File: src/rtl/txr_pkg.sv
package txr_pkg;
  localparam int DW      = 32;
  localparam int LEN_W   = 12;
  localparam int OWN_B   = 31;
  localparam int SOP_B   = 30;
  localparam int EOP_B   = 29;
  localparam int ERR_B   = 28;
  localparam int UFLO_B  = 27;
  localparam int OK_B    = 26;
  localparam int RTRY_B  = 25;
  localparam int COLL_LO = 20;
  localparam int COLL_W  = 4;

  typedef enum logic [2:0] {
    S_IDLE, S_RD_CTL, S_RD_PTR, S_RD_WORD, S_SEND, S_WAIT_STAT, S_ABORT, S_WB
  } eng_state_t;

  typedef enum logic [1:0] {
    WB_CLEAR, WB_FINAL, WB_FRAME_ERR, WB_UFLO
  } wb_kind_t;
endpackage

File: src/rtl/txr_rst_sync.sv
module txr_rst_sync (
  input  logic clk,
  input  logic rst_n,
  output logic rst_n_sync
);
  logic [1:0] sync_q;

  always_ff @(posedge clk or negedge rst_n) begin
    if (!rst_n) sync_q <= 2'b00;
    else        sync_q <= {sync_q[0], 1'b1};
  end

  assign rst_n_sync = sync_q[1];
endmodule

File: src/rtl/txr_poll_timer.sv
module txr_poll_timer #(
  parameter int POLL_CYCLES = 64,
  localparam int CW = (POLL_CYCLES > 1) ? $clog2(POLL_CYCLES) : 1
) (
  input  logic clk,
  input  logic rst_n,
  input  logic idle,
  input  logic demand,
  output logic go
);
  logic [CW-1:0] cnt_q, cnt_d;
  logic          cnt_en;

  always_comb begin
    cnt_en = 1'b1;
    if (!idle || cnt_q == '0) cnt_d = CW'(POLL_CYCLES - 1);
    else                      cnt_d = cnt_q - 1'b1;
    go = idle && (demand || cnt_q == '0);
  end

  always_ff @(posedge clk or negedge rst_n) begin
    if (!rst_n)      cnt_q <= CW'(POLL_CYCLES - 1);
    else if (cnt_en) cnt_q <= cnt_d;
  end
endmodule

File: src/rtl/txr_byte_lane.sv
module txr_byte_lane #(
  parameter int DW = 32,
  localparam int LANES = DW / 8,
  localparam int LW = (LANES > 1) ? $clog2(LANES) : 1
) (
  input  logic [DW-1:0] word,
  input  logic [LW-1:0] sel,
  output logic [7:0]    byte_o
);
  logic [7:0] lanes [LANES];

  for (genvar g = 0; g < LANES; g++) begin : g_lane
    assign lanes[g] = word[8*g +: 8];
  end

  assign byte_o = lanes[sel];
endmodule

File: src/rtl/txr_status_pack.sv
module txr_status_pack
  import txr_pkg::*;
(
  input  logic [DW-1:0]     base,
  input  wb_kind_t          kind,
  input  logic [COLL_W-1:0] coll,
  input  logic              rtry,
  output logic [DW-1:0]     word
);
  always_comb begin
    word        = base;
    word[OWN_B] = 1'b0;
    unique case (kind)
      WB_CLEAR: ;
      WB_FINAL: begin
        word[ERR_B]                = 1'b0;
        word[UFLO_B]               = 1'b0;
        word[OK_B]                 = !rtry;
        word[RTRY_B]               = rtry;
        word[COLL_LO +: COLL_W]    = coll;
      end
      WB_FRAME_ERR: begin
        word[ERR_B] = 1'b1;
        word[OK_B]  = 1'b0;
      end
      WB_UFLO: begin
        word[ERR_B]  = 1'b1;
        word[UFLO_B] = 1'b1;
        word[OK_B]   = 1'b0;
      end
      default: ;
    endcase
  end
endmodule

File: src/rtl/txr_dma_engine.sv
module txr_dma_engine
  import txr_pkg::*;
#(
  parameter int AW          = 16,
  parameter int RING_BASE   = 0,
  parameter int RING_LEN    = 8,
  parameter int POLL_CYCLES = 64,
  localparam int IW    = (RING_LEN > 1) ? $clog2(RING_LEN) : 1,
  localparam int LANES = DW / 8,
  localparam int LW    = (LANES > 1) ? $clog2(LANES) : 1
) (
  input  logic              clk,
  input  logic              rst_n,
  input  logic              tx_demand,
  output logic              mem_req,
  output logic              mem_we,
  output logic [AW-1:0]     mem_addr,
  output logic [DW-1:0]     mem_wdata,
  input  logic [DW-1:0]     mem_rdata,
  input  logic              mem_ack,
  output logic              tx_valid,
  output logic [7:0]        tx_data,
  output logic              tx_last,
  input  logic              tx_ready,
  output logic              tx_abort,
  input  logic              mac_stat_valid,
  input  logic [COLL_W-1:0] mac_coll,
  input  logic              mac_retry_fail,
  output logic              irq
);
  logic rst_n_s;
  logic poll_go;

  eng_state_t        st_q, st_d;
  wb_kind_t          kind_q, kind_d;
  logic [IW-1:0]     idx_q, idx_d, prev_idx_q, prev_idx_d, idx_nxt;
  logic [DW-1:0]     ctl_q, ctl_d, prev_ctl_q, prev_ctl_d, word_q, word_d;
  logic [AW-1:0]     buf_q, buf_d, wofs_q, wofs_d;
  logic [LW-1:0]     lane_q, lane_d;
  logic [LEN_W-1:0]  left_q, left_d;
  logic              in_frame_q, in_frame_d;
  logic [COLL_W-1:0] coll_q, coll_d;
  logic              rtry_q, rtry_d;
  logic              irq_q, irq_d;
  logic [DW-1:0]     wb_base, wb_word;
  eng_state_t        end_st;
  wb_kind_t          end_kind;

  function automatic logic [AW-1:0] desc_addr(input logic [IW-1:0] i);
    return AW'(RING_BASE) + (AW'(i) << 1);
  endfunction

  txr_rst_sync u_rst (.clk(clk), .rst_n(rst_n), .rst_n_sync(rst_n_s));

  txr_poll_timer #(.POLL_CYCLES(POLL_CYCLES)) u_poll (
    .clk(clk), .rst_n(rst_n_s), .idle(st_q == S_IDLE),
    .demand(tx_demand), .go(poll_go)
  );

  txr_byte_lane #(.DW(DW)) u_lane (.word(word_q), .sel(lane_q), .byte_o(tx_data));

  assign wb_base = (kind_q == WB_UFLO) ? prev_ctl_q : ctl_q;

  txr_status_pack u_pack (
    .base(wb_base), .kind(kind_q), .coll(coll_q), .rtry(rtry_q), .word(wb_word)
  );

  assign idx_nxt   = (idx_q == IW'(RING_LEN - 1)) ? '0 : idx_q + 1'b1;
  assign end_st    = ctl_q[EOP_B] ? S_WAIT_STAT : S_WB;
  assign end_kind  = ctl_q[EOP_B] ? kind_q : WB_CLEAR;
  assign mem_wdata = wb_word;
  assign tx_last   = (st_q == S_SEND) && ctl_q[EOP_B] && (left_q == LEN_W'(1));
  assign irq       = irq_q;

  always_comb begin
    st_d       = st_q;
    kind_d     = kind_q;
    idx_d      = idx_q;
    prev_idx_d = prev_idx_q;
    ctl_d      = ctl_q;
    prev_ctl_d = prev_ctl_q;
    word_d     = word_q;
    buf_d      = buf_q;
    wofs_d     = wofs_q;
    lane_d     = lane_q;
    left_d     = left_q;
    in_frame_d = in_frame_q;
    coll_d     = coll_q;
    rtry_d     = rtry_q;
    irq_d      = 1'b0;
    mem_req    = 1'b0;
    mem_we     = 1'b0;
    mem_addr   = '0;
    tx_valid   = 1'b0;
    tx_abort   = 1'b0;
    unique case (st_q)
      S_IDLE: if (poll_go) st_d = S_RD_CTL;
      S_RD_CTL: begin
        mem_req  = 1'b1;
        mem_addr = desc_addr(idx_q);
        if (mem_ack) begin
          ctl_d = mem_rdata;
          if (!mem_rdata[OWN_B]) begin
            st_d = in_frame_q ? S_ABORT : S_IDLE;
          end else if (!in_frame_q && !mem_rdata[SOP_B]) begin
            kind_d = WB_FRAME_ERR;
            st_d   = S_WB;
          end else begin
            st_d = S_RD_PTR;
          end
        end
      end
      S_RD_PTR: begin
        mem_req  = 1'b1;
        mem_addr = desc_addr(idx_q) + 1'b1;
        if (mem_ack) begin
          buf_d      = mem_rdata[AW-1:0];
          wofs_d     = '0;
          lane_d     = '0;
          left_d     = ctl_q[LEN_W-1:0];
          in_frame_d = 1'b1;
          if (ctl_q[LEN_W-1:0] == '0) begin
            st_d   = end_st;
            kind_d = end_kind;
          end else begin
            st_d = S_RD_WORD;
          end
        end
      end
      S_RD_WORD: begin
        mem_req  = 1'b1;
        mem_addr = buf_q + wofs_q;
        if (mem_ack) begin
          word_d = mem_rdata;
          st_d   = S_SEND;
        end
      end
      S_SEND: begin
        tx_valid = 1'b1;
        if (tx_ready) begin
          left_d = left_q - 1'b1;
          if (left_q == LEN_W'(1)) begin
            st_d   = end_st;
            kind_d = end_kind;
          end else if (lane_q == LW'(LANES - 1)) begin
            lane_d = '0;
            wofs_d = wofs_q + 1'b1;
            st_d   = S_RD_WORD;
          end else begin
            lane_d = lane_q + 1'b1;
          end
        end
      end
      S_WAIT_STAT: begin
        if (mac_stat_valid) begin
          coll_d = mac_coll;
          rtry_d = mac_retry_fail;
          kind_d = WB_FINAL;
          st_d   = S_WB;
        end
      end
      S_ABORT: begin
        tx_abort   = 1'b1;
        kind_d     = WB_UFLO;
        in_frame_d = 1'b0;
        st_d       = S_WB;
      end
      S_WB: begin
        mem_req  = 1'b1;
        mem_we   = 1'b1;
        mem_addr = (kind_q == WB_UFLO) ? desc_addr(prev_idx_q) : desc_addr(idx_q);
        if (mem_ack) begin
          unique case (kind_q)
            WB_CLEAR: begin
              prev_idx_d = idx_q;
              prev_ctl_d = wb_word;
              idx_d      = idx_nxt;
              st_d       = S_RD_CTL;
            end
            WB_FINAL: begin
              in_frame_d = 1'b0;
              irq_d      = 1'b1;
              idx_d      = idx_nxt;
              st_d       = S_RD_CTL;
            end
            WB_FRAME_ERR: begin
              irq_d = 1'b1;
              idx_d = idx_nxt;
              st_d  = S_RD_CTL;
            end
            default: begin
              irq_d = 1'b1;
              st_d  = S_IDLE;
            end
          endcase
        end
      end
      default: st_d = S_IDLE;
    endcase
  end

  always_ff @(posedge clk or negedge rst_n_s) begin
    if (!rst_n_s) begin
      st_q       <= S_IDLE;
      kind_q     <= WB_CLEAR;
      idx_q      <= '0;
      prev_idx_q <= '0;
      in_frame_q <= 1'b0;
      irq_q      <= 1'b0;
      ctl_q      <= '0;
      prev_ctl_q <= '0;
      word_q     <= '0;
      buf_q      <= '0;
      wofs_q     <= '0;
      lane_q     <= '0;
      left_q     <= '0;
      coll_q     <= '0;
      rtry_q     <= 1'b0;
    end else begin
      st_q       <= st_d;
      kind_q     <= kind_d;
      idx_q      <= idx_d;
      prev_idx_q <= prev_idx_d;
      in_frame_q <= in_frame_d;
      irq_q      <= irq_d;
      if (mem_ack)                     ctl_q      <= ctl_d;
      if (mem_ack)                     prev_ctl_q <= prev_ctl_d;
      if (mem_ack)                     word_q     <= word_d;
      if (mem_ack)                     buf_q      <= buf_d;
      if (mem_ack || tx_ready)         wofs_q     <= wofs_d;
      if (mem_ack || tx_ready)         lane_q     <= lane_d;
      if (mem_ack || tx_ready)         left_q     <= left_d;
      if (mac_stat_valid)              coll_q     <= coll_d;
      if (mac_stat_valid)              rtry_q     <= rtry_d;
    end
  end
endmodule

File: config.mk
export PLATFORM = sky130hd
export DESIGN_NAME = txr_dma_engine
export DESIGN_NICKNAME = d
export VERILOG_FILES = /design/src/rtl/txr_pkg.sv /design/src/rtl/txr_rst_sync.sv /design/src/rtl/txr_poll_timer.sv /design/src/rtl/txr_byte_lane.sv /design/src/rtl/txr_status_pack.sv /design/src/rtl/txr_dma_engine.sv
export SDC_FILE = /design/constraint.sdc
export NUM_CORES = 1
export LEC_CHECK = 0
export ABC_CLOCK_PERIOD_IN_PS = 6400
export BUFFER_PORTS_ARGS = -buffer_cell sky130_fd_sc_hd__buf_2
export CORE_UTILIZATION = 25
export DETAILED_ROUTE_END_ITERATION = 8
export SLEW_MARGIN = 20
export SYNTH_ARGS = -nofsm -noshare
export SYNTH_HDL_FRONTEND = slang
export SYNTH_SLANG_ARGS = --single-unit
File: constraint.sdc
create_clock -name clk -period 6.4 [get_ports clk]
set_clock_uncertainty 0.15 [all_clocks]
set_input_delay 0.64 -clock clk [delete_from_list [all_inputs] [get_ports clk]]
set_output_delay 0.64 -clock clk [all_outputs]
set_load 0.02 [all_outputs]
==> results by group <==
Critical path
  – Critical Path RT: 5.61 ns
  – Setup crit start: st_q[1]$_DFFE_PN0P_
  – Worst path arrival time: 3.03 ns
  – Critical path fanouts, max: 32
  – R2r startpoint: st_q[1]$_DFFE_PN0P_
  – Crit path kind: flip-flop to output pin
  – Critical Path End Type: output pin
  – Worst Setup Start Kind: flip-flop

Layout
  – Layout cells sized above 1: 0.281
  – Final std cells w/o fill: 1398
  – Final nets: 1003
  – Filler cells: 3556
  – P&R area growth vs syn: 17.9%

Timing
  – Max Slew Vio Count: 0
  – RSZ-0062 raised after global routing: false
  – Final setup fails: 0
  – Final hold violation count: 0
  – Crit share post-route: 0.597
  – Fmax: 262 MHz
  – Final min period: 3.82 ns
  – Rel. slew slack: 0.334
  – Slew @ Worst Pin: 0.999 ns
  – Post-Route Setup TNS: 0 ns

Synth
  – Area contributors post-synth: dfrtp_1, mux2_2, nand2_1, ha_1, a21oi_1
  – Synth unique cells: 70
  – Mapped cell area: 8620 um2
  – Yosys Warn Count: 0
  – Number of flops mapped to enable cells by yosys: 0
  – Synth Register Bits: 163
  – Seq/Total Area, Yosys: 0.474
  – Synth area leader: dfrtp_1
  – Net Count, Synth: 917
  – Syn Inst Count: 850
  – Most frequent cell after synthesis: nand2_1
  – Synth async-reset ratio: 1.00
  – Synth Flop Type: dfrtp_1
  – Most instantiated cells after synthesis: nand2_1, dfrtp_1, mux2_2
  – Share of the synthesized area in the top cell type: 0.456
  – Syn_area_per_cell: 10.1 um2

Global route
  – Global route hottest layer: met2
  – Met2 usage: 0.227
  – Number of global-route vias before repair: 6598
  – GR Layer Usage met3: 0.0262
  – Largest net degree at the start of global routing: 75
  – First-pass GRT wire length: 37.5 mm
  – Initial antenna violation count: 2
  – Met1 usage: 0.176
  – Total global routing overflow: 0
  – GRT Overall Usage: 0.137

CTS
  – Post-CTS Hold Buffers: 1
  – H-tree lvl count: 4
  – TritonCTS buffer count: 17
  – Post-CTS Setup Repair Bufs: 0
  – Root buffer cell: clkbuf_16
  – TritonCTS clock tree: yes
  – Worst-Skew Late Latency: 0.43 ns
  – CTS Buffer Depth: 2
  – Clk slew on worst S/H paths: 0.07 ns
  – Clk sink count: 163
  – Post-CTS sizing: 0

Route
  – Routed len/inst: 16.9 um
  – Final wirelength: 23.7 mm
  – Initial DRT Pass Iterations: 4
  – Post-route DRC: 0
  – Number of DRC markers in iteration 0: 472
  – Via count: 6769
  – Vias per cell: 4.84
  – ANT nets after route: 0

Floorplanning
  – Die height: 188 um
  – I/O Pins: 105
  – Die X: 188 um
  – Cell Rows: 67
  – Initial core utilization: 0.256
  – Core area: 33700 um2
  – Die area: 35200 um2

Power
  – Peak supply drop: 0.255 mV
  – PD cells: 485 nW/um2
  – Pleak: 4.68 nW

Flow run
  – Maxcap violations: 0

Place
  – IO Port Bufs: 103
  – RePlAce Congestion: 0.874
  – DP Cell Count: 1364
  – DP Wirelength: 17.3 mm

Outcome
  – Status: completed

Min path
  – Hold crit path type: flip-flop to async pin
-- critical path, stage by stage (launching register included) --
cell	delay (ns)
dfrtp_1	1.00
nor2_1	0.24
nand2_1	0.38
clkinv_1	0.59
buf_2	0.38
-- routing by layer --
layer | vias to the layer above | share of wire
li1 | 3188 | -
met1 | 3398 | 0.45
met2 | 155 | 0.49
met3 | 26 | 0.041
met4 | 2 | 0.020
met5 | - | 0.00055
-- layout by cell type (no fill, tap or decap), drive strengths merged, types with 5 or more instances in the layout --
master / n
nand2: 175
dfrtp: 157
buf: 111
mux2: 101
nor2: 48
a21oi: 44
o21ai: 29
clkbuf: 25
ha: 23
inv: 19
nand3: 17
nor3: 15
mux2i: 14
nand4: 11
and3: 8
o211ai: 8
a21o: 8
mux4: 8
or4: 8
xor2: 7
a211oi: 7
and2: 6
o22ai: 6
xnor2: 6
dfstp: 6
nor4: 6
o31ai: 5
nor2b: 5
a31oi: 5
-- per-stage QoR --
stage / power (mW) / utilization / hold slack [ns] / setup WS [ns] / area (um2)
final: 4.93 / 0.302 / 0.164 / 2.58 / 10200
after CTS: 4.97 / 0.301 / 0.196 / 2.62 / 10200
after global placement: 3.92 / 0.284 / 0.185 / 3.13 / 9580
after floorplan: 3.27 / - / 0.181 / 1.38 / 8620
after detailed placement: 3.96 / 0.284 / 0.189 / 3.04 / 9580
after global routing: 5.26 / 0.301 / 0.223 / 2.41 / 10200
-- logic make-up after synthesis --
kind of cell / count (synthesis) / share of synthesized area
xor gates and xnor gates: 13 / 0.0132
and+or+nand+nor: 315 / 0.164
muxes: 123 / 0.169
other: 2 / 0.000871
DFF: 163 / 0.474
buffers and inverters: 65 / 0.0311
adders and majority gates: 25 / 0.0369
AOI/OAI and AO/OA: 144 / 0.111
-- where the power goes --
group / switching (mW) / internal (mW)
registers: 0.444 / 1.46
clock network: 0.413 / 0.577
logic: 1.16 / 0.873
-- sequential cells by signal, summed over array words and instances, names as in the netlist, 3 cells and up --
signal	cells
buf_q	16
wofs_q	16
st_q	3
left_q	12
idx_q	3
ctl_q	31
coll_q	4
prev_idx_q	3
prev_ctl_q	28
word_q	32
u_poll.cnt_q	6
-- layout make-up --
| type | count | area [um2] | area share |
|---|---|---|---|
| clock inverters | 7 | 73.8 | 0.00726 |
| clock buffers | 25 | 495 | 0.0488 |
| well taps | 448 | 561 | 0.0552 |
| diodes | 1 | 2.50 | 0.000246 |
| inverters | 20 | 75.1 | 0.00739 |
| flip-flops and latches | 163 | 4090 | 0.402 |
| repair buffers | 112 | 586 | 0.0576 |
| multi-input cells | 622 | 4280 | 0.421 |
-- final timing paths --
kind / end / slack (ns) / depth (start not counted)
setup / recovery: tx_valid / 2.58 / 4
hold / removal: prev_ctl_q[12]$_DFFE_PN0P_ / 0.16 / 0
setup reg to reg: kind_q[1]$_DFFE_PN0P_ / 2.92 / 6
hold reg to reg: prev_ctl_q[12]$_DFFE_PN0P_ / 0.16 / 0
max in group asynchronous: idx_q[2]$_DFFE_PN0P_ / 4.56 / 1
min in group clk: u_rst.sync_q[1]$_DFF_PN0_ / 0.20 / 0
No activity file was read; power rests on OpenSTA's default activity.
